<file path="src/rtl/jdp_pkg.sv">
package jdp_pkg;
  localparam int IR_W   = 4;
  localparam int DW     = 32;
  localparam int ACK_W  = 3;
  localparam int A_W    = 2;
  localparam int BANK_W = 4;
  localparam int ACC_W  = DW + A_W + 1;
  localparam int BUS_AW = BANK_W + A_W + 2;

  localparam logic [IR_W-1:0] IR_ABORT   = 4'h8;
  localparam logic [IR_W-1:0] IR_DPACC   = 4'hA;
  localparam logic [IR_W-1:0] IR_APACC   = 4'hB;
  localparam logic [IR_W-1:0] IR_IDCODE  = 4'hE;
  localparam logic [IR_W-1:0] IR_CAPTURE = 4'b0001;

  localparam logic [ACK_W-1:0] ACK_OK   = 3'b010;
  localparam logic [ACK_W-1:0] ACK_WAIT = 3'b001;

  localparam logic [A_W-1:0] DPR_CTRL   = 2'd1;
  localparam logic [A_W-1:0] DPR_SELECT = 2'd2;
  localparam logic [A_W-1:0] DPR_RDBUF  = 2'd3;

  localparam int CS_ORUN_EN   = 0;
  localparam int CS_ORUN      = 1;
  localparam int CS_ERR       = 5;
  localparam int CS_DPWR_REQ  = 28;
  localparam int CS_DPWR_ACK  = 29;
  localparam int CS_SPWR_REQ  = 30;
  localparam int CS_SPWR_ACK  = 31;
  localparam int SEL_BANK_LSB = 4;

  typedef struct packed {
    logic [DW-1:0]  data;
    logic [A_W-1:0] addr;
    logic           rnw;
  } acc_word_t;

  typedef enum logic [1:0] {DR_BYPASS, DR_IDCODE, DR_ACCESS} dr_kind_e;

  function automatic dr_kind_e dr_kind(input logic [IR_W-1:0] code);
    case (code)
      IR_IDCODE:                     return DR_IDCODE;
      IR_ABORT, IR_DPACC, IR_APACC:  return DR_ACCESS;
      default:                       return DR_BYPASS;
    endcase
  endfunction
endpackage

</file>
<file path="src/rtl/jdp_ir_reg.sv">
module jdp_ir_reg
  import jdp_pkg::*;
(
  input  logic            clk,
  input  logic            rst_n,
  input  logic            tap_reset,
  input  logic            capture_ir,
  input  logic            shift_ir,
  input  logic            update_ir,
  input  logic            tdi,
  output logic [IR_W-1:0] ir,
  output logic            ir_tdo
);
  logic [IR_W-1:0] sh_q, sh_d, ir_q, ir_d;
  logic            sh_en, ir_en;

  always_comb begin
    sh_en = capture_ir | shift_ir;
    sh_d  = capture_ir ? IR_CAPTURE : {tdi, sh_q[IR_W-1:1]};
    ir_en = tap_reset | update_ir;
    ir_d  = tap_reset ? IR_IDCODE : sh_q;
  end

  always_ff @(posedge clk or negedge rst_n) begin
    if (!rst_n) begin
      sh_q <= IR_CAPTURE;
      ir_q <= IR_IDCODE;
    end else begin
      if (sh_en) sh_q <= sh_d;
      if (ir_en) ir_q <= ir_d;
    end
  end

  assign ir     = ir_q;
  assign ir_tdo = sh_q[0];
endmodule

</file>
<file path="src/rtl/jdp_dr_shift.sv">
module jdp_dr_shift
  import jdp_pkg::*;
#(
  parameter logic [DW-1:0] IDCODE_VALUE = 32'h4BA0_1C35
) (
  input  logic             clk,
  input  logic             rst_n,
  input  logic [IR_W-1:0]  ir,
  input  logic             capture_dr,
  input  logic             shift_dr,
  input  logic             tdi,
  input  logic [ACK_W-1:0] cap_ack,
  input  logic [DW-1:0]    cap_data,
  output logic [ACC_W-1:0] dr,
  output logic             dr_tdo
);
  logic [ACC_W-1:0] dr_q, dr_d;
  logic             dr_en;
  dr_kind_e         kind;

  always_comb begin
    kind  = dr_kind(ir);
    dr_en = capture_dr | shift_dr;
    dr_d  = dr_q;
    if (capture_dr) begin
      case (kind)
        DR_IDCODE: dr_d = ACC_W'(IDCODE_VALUE);
        DR_ACCESS: dr_d = {cap_data, cap_ack};
        default:   dr_d = '0;
      endcase
    end else begin
      case (kind)
        DR_IDCODE: dr_d = {{(ACC_W-DW){1'b0}}, tdi, dr_q[DW-1:1]};
        DR_ACCESS: dr_d = {tdi, dr_q[ACC_W-1:1]};
        default:   dr_d = {{(ACC_W-1){1'b0}}, tdi};
      endcase
    end
  end

  always_ff @(posedge clk or negedge rst_n) begin
    if (!rst_n)     dr_q <= '0;
    else if (dr_en) dr_q <= dr_d;
  end

  assign dr     = dr_q;
  assign dr_tdo = dr_q[0];
endmodule

</file>
<file path="src/rtl/jdp_core.sv">
module jdp_core
  import jdp_pkg::*;
(
  input  logic              clk,
  input  logic              rst_n,
  input  logic [IR_W-1:0]   ir,
  input  logic              capture_dr,
  input  logic              update_dr,
  input  logic [ACC_W-1:0]  dr,
  output logic [ACK_W-1:0]  cap_ack,
  output logic [DW-1:0]     cap_data,
  output logic              bus_req,
  output logic              bus_wr,
  output logic [BUS_AW-1:0] bus_addr,
  output logic [DW-1:0]     bus_wdata,
  input  logic [DW-1:0]     bus_rdata,
  input  logic              bus_ready,
  input  logic              bus_err,
  output logic              bus_abort
);
  acc_word_t         req;
  logic              is_acc, ld_req;
  logic              pend_q, pend_d, wr_q, wr_d, waitc_q, waitc_d;
  logic [BUS_AW-1:0] addr_q, addr_d;
  logic [DW-1:0]     wdata_q, wdata_d, posted_q, posted_d, ctrl_rd, sel_rd, dp_rd;
  logic              orun_en_q, orun_en_d, orun_q, orun_d, err_q, err_d;
  logic              dpwr_q, dpwr_d, spwr_q, spwr_d, abort_q, abort_d;
  logic [BANK_W-1:0] bank_q, bank_d;

  always_comb begin
    ctrl_rd              = '0;
    ctrl_rd[CS_ORUN_EN]  = orun_en_q;
    ctrl_rd[CS_ORUN]     = orun_q;
    ctrl_rd[CS_ERR]      = err_q;
    ctrl_rd[CS_DPWR_REQ] = dpwr_q;
    ctrl_rd[CS_DPWR_ACK] = dpwr_q;
    ctrl_rd[CS_SPWR_REQ] = spwr_q;
    ctrl_rd[CS_SPWR_ACK] = spwr_q;
    sel_rd = '0;
    sel_rd[SEL_BANK_LSB +: BANK_W] = bank_q;
  end

  always_comb begin
    req       = acc_word_t'(dr);
    is_acc    = (ir == IR_DPACC) || (ir == IR_APACC);
    case (req.addr)
      DPR_CTRL:   dp_rd = ctrl_rd;
      DPR_SELECT: dp_rd = sel_rd;
      default:    dp_rd = '0;
    endcase
    pend_d    = pend_q;
    wr_d      = wr_q;
    addr_d    = addr_q;
    wdata_d   = wdata_q;
    ld_req    = 1'b0;
    posted_d  = posted_q;
    waitc_d   = waitc_q;
    orun_en_d = orun_en_q;
    orun_d    = orun_q;
    err_d     = err_q;
    dpwr_d    = dpwr_q;
    spwr_d    = spwr_q;
    bank_d    = bank_q;
    abort_d   = 1'b0;
    // bus completion
    if (pend_q && bus_ready) begin
      pend_d = 1'b0;
      if (!wr_q)   posted_d = bus_rdata;
      if (bus_err) err_d    = 1'b1;
    end
    // response decided when the scan captures
    if (capture_dr && is_acc) waitc_d = pend_q;
    // request issued on update
    if (update_dr) begin
      if (is_acc && waitc_q) begin
        if (orun_en_q) orun_d = 1'b1;
      end else if (ir == IR_DPACC) begin
        if (req.rnw) begin
          if (req.addr != DPR_RDBUF) posted_d = dp_rd;
        end else begin
          case (req.addr)
            DPR_CTRL: begin
              orun_en_d = req.data[CS_ORUN_EN];
              if (req.data[CS_ORUN]) orun_d = 1'b0;
              if (req.data[CS_ERR])  err_d  = 1'b0;
              dpwr_d = req.data[CS_DPWR_REQ];
              spwr_d = req.data[CS_SPWR_REQ];
            end
            DPR_SELECT: bank_d = req.data[SEL_BANK_LSB +: BANK_W];
            default: ;
          endcase
        end
      end else if (ir == IR_APACC) begin
        if (!(orun_q || err_q)) begin
          pend_d  = 1'b1;
          ld_req  = 1'b1;
          wr_d    = !req.rnw;
          addr_d  = {bank_q, req.addr, 2'b00};
          wdata_d = req.data;
        end
      end else if (ir == IR_ABORT) begin
        if (req.data == DW'(1)) begin
          pend_d  = 1'b0;
          abort_d = 1'b1;
        end
      end
    end
  end

  always_ff @(posedge clk or negedge rst_n) begin
    if (!rst_n) begin
      pend_q    <= 1'b0;
      wr_q      <= 1'b0;
      addr_q    <= '0;
      wdata_q   <= '0;
      posted_q  <= '0;
      waitc_q   <= 1'b0;
      orun_en_q <= 1'b0;
      orun_q    <= 1'b0;
      err_q     <= 1'b0;
      dpwr_q    <= 1'b0;
      spwr_q    <= 1'b0;
      bank_q    <= '0;
      abort_q   <= 1'b0;
    end else begin
      if (ld_req) begin
        wr_q    <= wr_d;
        addr_q  <= addr_d;
        wdata_q <= wdata_d;
      end
      pend_q    <= pend_d;
      posted_q  <= posted_d;
      waitc_q   <= waitc_d;
      orun_en_q <= orun_en_d;
      orun_q    <= orun_d;
      err_q     <= err_d;
      dpwr_q    <= dpwr_d;
      spwr_q    <= spwr_d;
      bank_q    <= bank_d;
      abort_q   <= abort_d;
    end
  end

  assign cap_ack   = pend_q ? ACK_WAIT : ACK_OK;
  assign cap_data  = posted_q;
  assign bus_req   = pend_q;
  assign bus_wr    = wr_q;
  assign bus_addr  = addr_q;
  assign bus_wdata = wdata_q;
  assign bus_abort = abort_q;
endmodule

</file>
<file path="src/rtl/jdp_scan_target.sv">
module jdp_scan_target
  import jdp_pkg::*;
#(
  parameter logic [DW-1:0] IDCODE_VALUE = 32'h4BA0_1C35
) (
  input  logic              clk,
  input  logic              rst_n,
  input  logic              tap_reset,
  input  logic              capture_ir,
  input  logic              shift_ir,
  input  logic              update_ir,
  input  logic              capture_dr,
  input  logic              shift_dr,
  input  logic              update_dr,
  input  logic              tdi,
  output logic              tdo,
  output logic              bus_req,
  output logic              bus_wr,
  output logic [BUS_AW-1:0] bus_addr,
  output logic [DW-1:0]     bus_wdata,
  input  logic [DW-1:0]     bus_rdata,
  input  logic              bus_ready,
  input  logic              bus_err,
  output logic              bus_abort
);
  logic             rst_s1, rst_n_sync;
  logic [IR_W-1:0]  ir_cur;
  logic [ACC_W-1:0] dr_word;
  logic [ACK_W-1:0] cap_ack;
  logic [DW-1:0]    cap_data;
  logic             ir_tdo, dr_tdo;

  always_ff @(posedge clk or negedge rst_n) begin
    if (!rst_n) begin
      rst_s1     <= 1'b0;
      rst_n_sync <= 1'b0;
    end else begin
      rst_s1     <= 1'b1;
      rst_n_sync <= rst_s1;
    end
  end

  jdp_ir_reg i_ir (
    .clk(clk), .rst_n(rst_n_sync), .tap_reset(tap_reset),
    .capture_ir(capture_ir), .shift_ir(shift_ir), .update_ir(update_ir),
    .tdi(tdi), .ir(ir_cur), .ir_tdo(ir_tdo)
  );

  jdp_dr_shift #(.IDCODE_VALUE(IDCODE_VALUE)) i_dr (
    .clk(clk), .rst_n(rst_n_sync), .ir(ir_cur),
    .capture_dr(capture_dr), .shift_dr(shift_dr), .tdi(tdi),
    .cap_ack(cap_ack), .cap_data(cap_data), .dr(dr_word), .dr_tdo(dr_tdo)
  );

  jdp_core i_core (
    .clk(clk), .rst_n(rst_n_sync), .ir(ir_cur),
    .capture_dr(capture_dr), .update_dr(update_dr), .dr(dr_word),
    .cap_ack(cap_ack), .cap_data(cap_data),
    .bus_req(bus_req), .bus_wr(bus_wr), .bus_addr(bus_addr),
    .bus_wdata(bus_wdata), .bus_rdata(bus_rdata), .bus_ready(bus_ready),
    .bus_err(bus_err), .bus_abort(bus_abort)
  );

  assign tdo = shift_ir ? ir_tdo : dr_tdo;
endmodule

</file>
<file path="config.mk">
export PLATFORM = sky130hd
export DESIGN_NAME = jdp_scan_target
export DESIGN_NICKNAME = d
export VERILOG_FILES = /design/src/rtl/jdp_pkg.sv /design/src/rtl/jdp_ir_reg.sv /design/src/rtl/jdp_dr_shift.sv /design/src/rtl/jdp_core.sv /design/src/rtl/jdp_scan_target.sv
export SDC_FILE = /design/constraint.sdc
export NUM_CORES = 1
export LEC_CHECK = 0
export BUFFER_PORTS_ARGS = -buffer_cell sky130_fd_sc_hd__buf_2
export CORE_MARGIN = 2
export CORE_UTILIZATION = 61
export DETAILED_ROUTE_END_ITERATION = 6
export PLACE_DENSITY = 0.85
export SETUP_SLACK_MARGIN = 0.15
export SLEW_MARGIN = 20
export SYNTH_ARGS = -nofsm -noshare
export SYNTH_HDL_FRONTEND = slang
export SYNTH_HIERARCHICAL = 1
export SYNTH_SLANG_ARGS = --single-unit
</file>
<file path="constraint.sdc">
create_clock -name clk -period 8.6 [get_ports clk]
set_input_delay 0 -clock clk [delete_from_list [all_inputs] [get_ports clk]]
set_output_delay 0 -clock clk [all_outputs]
set_load 0.005 [all_outputs]
</file>
After elaboration in Yosys (flattened, before gate mapping)
Index checks and enable logic that the tools add are counted.

word-level totals
  bits in registers = 128
  output and inout port bits = 44
  bits of input ports = 44

operators by class
  equality and inequality tests = 12
  muxes and demuxes = 49
  bitwise operators = 7
  reduce and logical (&&, ||, !) cells = 14

operators by type and width
  kind                                                                     count
  32-bit 2-to-1 mux                                                        7
  35-bit case mux with 2 select lines                                      2
  32-bit case mux with 2 select lines                                      1
  35-bit 2-to-1 mux                                                        1
  1-bit 2-to-1 mux                                                         34
  32-bit by 1-bit == test with 1-bit output, second input constant         1
  4-bit == test, second input constant                                     4
  6-bit AND reduction                                                      2
  5-bit AND reduction                                                      2
  4-bit 2-to-1 mux                                                         2
  2-bit nonzero test                                                       3
  2-bit by 1-bit == test with 1-bit output, second input constant          2
  2-bit == test, second input constant                                     2
  2-bit by 1-bit inequality test with 1-bit output, second input constant  2
  1-bit inverter                                                           4
  2-bit case mux with 2 select lines                                       1
  1-bit logical AND                                                        3
  1-bit OR                                                                 3
  3-bit OR reduction                                                       1
  1-bit logical OR                                                         2
  2-bit 2-to-1 mux                                                         1
  2-bit inequality test, second input constant                             1
  1-bit zero test                                                          1

Longest topological paths before layout
  depth in word-level cells = 8
  mapped depth = 9
  depth with buffers taken out = 7

Modules after synthesis
The synthesis kept the hierarchy.

modules (own cells, without submodules)
  module           seq. area each (um^2)  cells each  area each (um^2)  instances
  jdp_core         2,077.0                297         3,646.0           1
  jdp_dr_shift     875.8                  200         1,816.7           1
  jdp_ir_reg       205.2                  25          325.3             1
  jdp_scan_target  50.0                   4           68.8              1

Worst setup path before layout
OpenSTA, ideal clock, no wires.

  path kind = register to register
  start point = register i_ir.ir_q[1] (netlist: i_ir/ir[1])
  end point = register i_dr.dr_q[23] (netlist: i_dr/dr[23])
  arrival = 1.816 ns
  required time = 8.474 ns
  stages on the path, launching flop included = 9
  setup slack = 6.658 ns
  period minus slack after synthesis = 1.942 ns
  cells stage by stage = dfstp_2 -> nand2b_1 -> and3b_1 -> inv_1 -> ha_1 -> or2_1 -> buf_6 -> and3_4 -> a221o_1

between the ends
  longest elaborated chain between the ends = 6

ends and longest elaborated chain
  element                                                                           line                                    RTL
  from (decl)                                                                       jdp_ir_reg.sv:14                        logic [IR_W-1:0] sh_q, sh_d, ir_q, ir_d;
  from (signal assigned)                                                            jdp_ir_reg.sv:30                        if (ir_en) ir_q <= ir_d;
  4-bit == test                                                                     jdp_pkg.sv:41                           case (code)
  3-bit OR reduction                                                                jdp_pkg.sv:41
  2-bit case mux with 2 select lines *                                              jdp_pkg.sv:41
  2-bit == test / 2-bit by 1-bit == test with 1-bit output (equally long branches)  jdp_dr_shift.sv:26, jdp_dr_shift.sv:32
  35-bit case mux with 2 select lines (on tied branches)                            jdp_dr_shift.sv:32, jdp_dr_shift.sv:26
  35-bit 2-to-1 mux *                                                               jdp_dr_shift.sv:25                      if (capture_dr) begin
  to (signal assigned)                                                              jdp_dr_shift.sv:42                      else if (dr_en) dr_q <= dr_d;
  to (decl)                                                                         jdp_dr_shift.sv:17                      logic [ACC_W-1:0] dr_q, dr_d;

Every way passes the cells marked *; elsewhere a longest branch is shown, timed or not.
A chain may end at the register's enable or synchronous reset.

Worst setup path in the final report
  start point = register i_ir.ir_q[1] (netlist: i_ir/ir[1])
  end point = register i_dr.dr_q[16] (netlist: i_dr/dr[16])

The elaborated chain is that of the path after synthesis.

==> impl_metrics.json <==
{
  "synth_top_area_share_pct": 52.98,
  "postRouteAntennaNets": 0,
  "overflow": 0,
  "rsz0062_at_grt": "false",
  "switchingPower_mw": 0.4662,
  "hold_viol": 0,
  "async_reset_ff_share_pct": 100.0,
  "layout-drive-gt1-share_pct": 26.79,
  "synth_flop_cell": "dfrtp_1",
  "cts_tree": "done",
  "ys_ff_latch": 128,
  "htree_levels": 4,
  "r2r_slack_ns": 5.83,
  "fmax_mhz": 360.7,
  "clock_sinks": 128,
  "place_ws_ns": 6.083,
  "clockRootBuffer": "clkbuf_8",
  "endpoint": "i_dr/dr[16]",
  "grt_pass1_vias": 4720,
  "finalSetupViolCount": 0,
  "synth_area_mm2": 0.005857,
  "nets": 693,
  "start_util_pct": 63.09,
  "finalInstanceArea_mm2": 0.007256,
  "synth_top_cell_by_area": "dfrtp_1",
  "vias": 4899,
  "antenna_cells": 0,
  "min_from": "capture_dr",
  "cts.path.max_buffers": 2,
  "drc": 0,
  "r2r-start": "i_ir/ir[1]",
  "die_h_um": 102.0,
  "drt_wl_total_um": 15880,
  "die-area_mm2": 0.01040,
  "dp_hpwl_um": 9338,
  "path_clk_slew_ns": 0.06,
  "period_needed_ns": 2.772,
  "netlist_instances": 526,
  "viasPerCell": 6.233,
  "powerDensity_mw_per_mm2": 231.1,
  "synth_edf_count": 0,
  "skew_ns": 0.007410,
  "yosysWarningCount": 6,
  "antenna_found_initial": 0,
  "num_rows": 35,
  "yosysMostFrequentCell": "dfrtp_1",
  "rr_worst_depth": 6,
  "worst_ep_arrival_time_ns": 3.21,
  "max-vdd-ir-drop_mv": 0.1432,
  "share_comb_of_total_power_pct": 14.8,
  "routedWlPerCell_um": 20.20,
  "start_kind": "flip-flop",
  "placed_cell_area_mm2": 0.006242,
  "maxSlewHeadroom_pct": 36.28,
  "syn_area_per_cell_um2": 11.13,
  "timing.hold.ws_ns": 0.08297,
  "clkPwrFrac_pct": 39.1,
  "critical_path.endpoint_type": "flip-flop",
  "total_power_mw": 1.677,
  "synthToLayoutAreaGrowth_pct": 23.88,
  "ys_top_cells_by_count": "dfrtp_1, nand2_1, a21oi_1",
  "power_frac_seq_pct": 46.1,
  "grt_max_degree": 79,
  "slew_violations": 0,
  "die_width_um": 102.0,
  "p_int_mw": 1.211,
  "setup_slack_ns": 5.828,
  "p_sw_share_pct": 27.80,
  "crit_chain": "nand2b_1, and3b_1, ha_1, or2_1, a32oi_1, a21oi_1",
  "status": "finished clean",
  "dr.first_iter.drc_count": 557,
  "critPathKind": "flip-flop to flip-flop",
  "crit_start": "i_ir/ir[1]",
  "clk_latency_ns": 0.52,
  "p_leak_nw": 3.593,
  "io_buffers": 85,
  "fp.coreArea_mm2": 0.009284,
  "numCtsBuffers": 17,
  "fin_crit_sh_pct": 32.24,
  "yosysSeqAreaShare_pct": 54.77,
  "grt_pass1_wl_um": 24920,
  "dr.pass1.iters": 5,
  "io_pins": 88,
  "max_stage_delay_ns": 0.71,
  "worst_pin_slew_ns": 0.9558,
  "required_ns": 9.04,
  "synth.distinct_cells": 50,
  "worstReg2RegEnd": "i_dr/dr[16]",
  "drv_cap": 0,
  "synth_area_leaders": "dfrtp_1, mux2_4, a21oi_1",
  "setup-tns-final_ns": 0,
  "cts_resized": 0,
  "place.gp.congestion": 0.8874,
  "worst-path-max-fanout": 19,
  "grt_use_total_pct": 31.68,
  "slowest_stage": "or2_1",
  "hold_class": "primary input to flip-flop"
}
## cell type report
type	count	area, um2
fillers	573	2028
multi-input cells	353	2386
clock buffers	22	452.9
flip-flops and latches	128	3212
well taps	129	161.4
repair buffers	136	925.9
inverters	8	30.03
clock inverters	10	87.58
## logic make-up after synthesis
family	share of synthesized area, %
AND/OR/NAND/NOR	13.33
buffers and inverters	4.657
other	0.1282
flip-flops	54.77
adder cells (fa/ha/maj)	1.068
multiplexers	12.35
AO/OA/AOI/OAI	13.69
## how the worst min path moves through the flow
stage	cells past startpoint	to
finish	3	i_core/waitc_q
global placement	1	rst_s1
floorplan	0	rst_n_sync
global route	3	i_dr/dr[4]
CTS	3	i_core/waitc_q
detailed placement	1	rst_s1
## what timing repair did
action,CTS,global route
hold buffers,47,0
endpoints found under the hold margin,56,0
setup buffers,0,0
## cells in the final DEF (no fill, tap or decap), types with 3 or more instances in the layout
| cell type | count |
|---|---|
| a211o_1 | 4 |
| a21oi_1 | 63 |
| a22o_1 | 4 |
| a31oi_1 | 8 |
| a32oi_1 | 13 |
| and3b_1 | 3 |
| buf_2 | 85 |
| buf_4 | 4 |
| clkbuf_1 | 3 |
| clkbuf_16 | 16 |
| clkbuf_8 | 3 |
| clkinv_2 | 5 |
| conb_1 | 4 |
| dfrtp_1 | 123 |
| dfstp_2 | 4 |
| dlygate4sd3_1 | 47 |
| ha_1 | 5 |
| inv_1 | 8 |
| mux2_2 | 10 |
| mux2_4 | 34 |
| mux2i_1 | 10 |
| nand2_1 | 74 |
| nand2b_1 | 3 |
| nand3_1 | 16 |
| nor2_1 | 24 |
| nor2b_1 | 9 |
| nor3_1 | 5 |
| nor4_1 | 7 |
| o21a_1 | 5 |
| o21ai_0 | 15 |
| o21ai_1 | 4 |
| o22ai_1 | 5 |
## worst max-delay path: cells and delay by family, from the launching register on
family	cells	cell delay [ns]
and+or+nand+nor	3	1.09
DFF	1	0.59
adders and majority gates	1	0.52
AOI/OAI and AO/OA	2	0.48
## power groups by stage
stage	Combinational, mW	Clock (mW)	Sequential (mW)
finish	0.247	0.656	0.773
global route	0.267	0.687	0.782
CTS	0.238	0.659	0.771
detailed placement	0.217	0	0.779
global placement	0.207	0	0.774
floorplan	0.151	0	0.757
## routing by layer
layer	part of all wire, %	vias up	track usage, %
met3	7.6	54	6.772
met2	50	318	51.62
li1	-	2103	-
met1	39	2424	41.90
met5	0	-	0
met4	3.1	0	12.51
## through the flow
| step | std cells | util (%) |
|---|---|---|
| after floorplan | 528 | - |
| after global placement | 707 | 67.24 |
| after detailed placement | 707 | 67.24 |
| after CTS | 786 | 78.13 |
| after global routing | 786 | 78.15 |
| final | 786 | 78.15 |
## state kept, by name, summed over array words and instances (netlist names), 4 cells and up
name,count
i_core/bus_addr,6
i_core/bank_q,4
i_core/bus_wdata,32
i_ir/ir,4
i_core/cap_data,32
i_ir/sh_q,4
i_dr/dr,35
(Power assumes the default switching activity.)
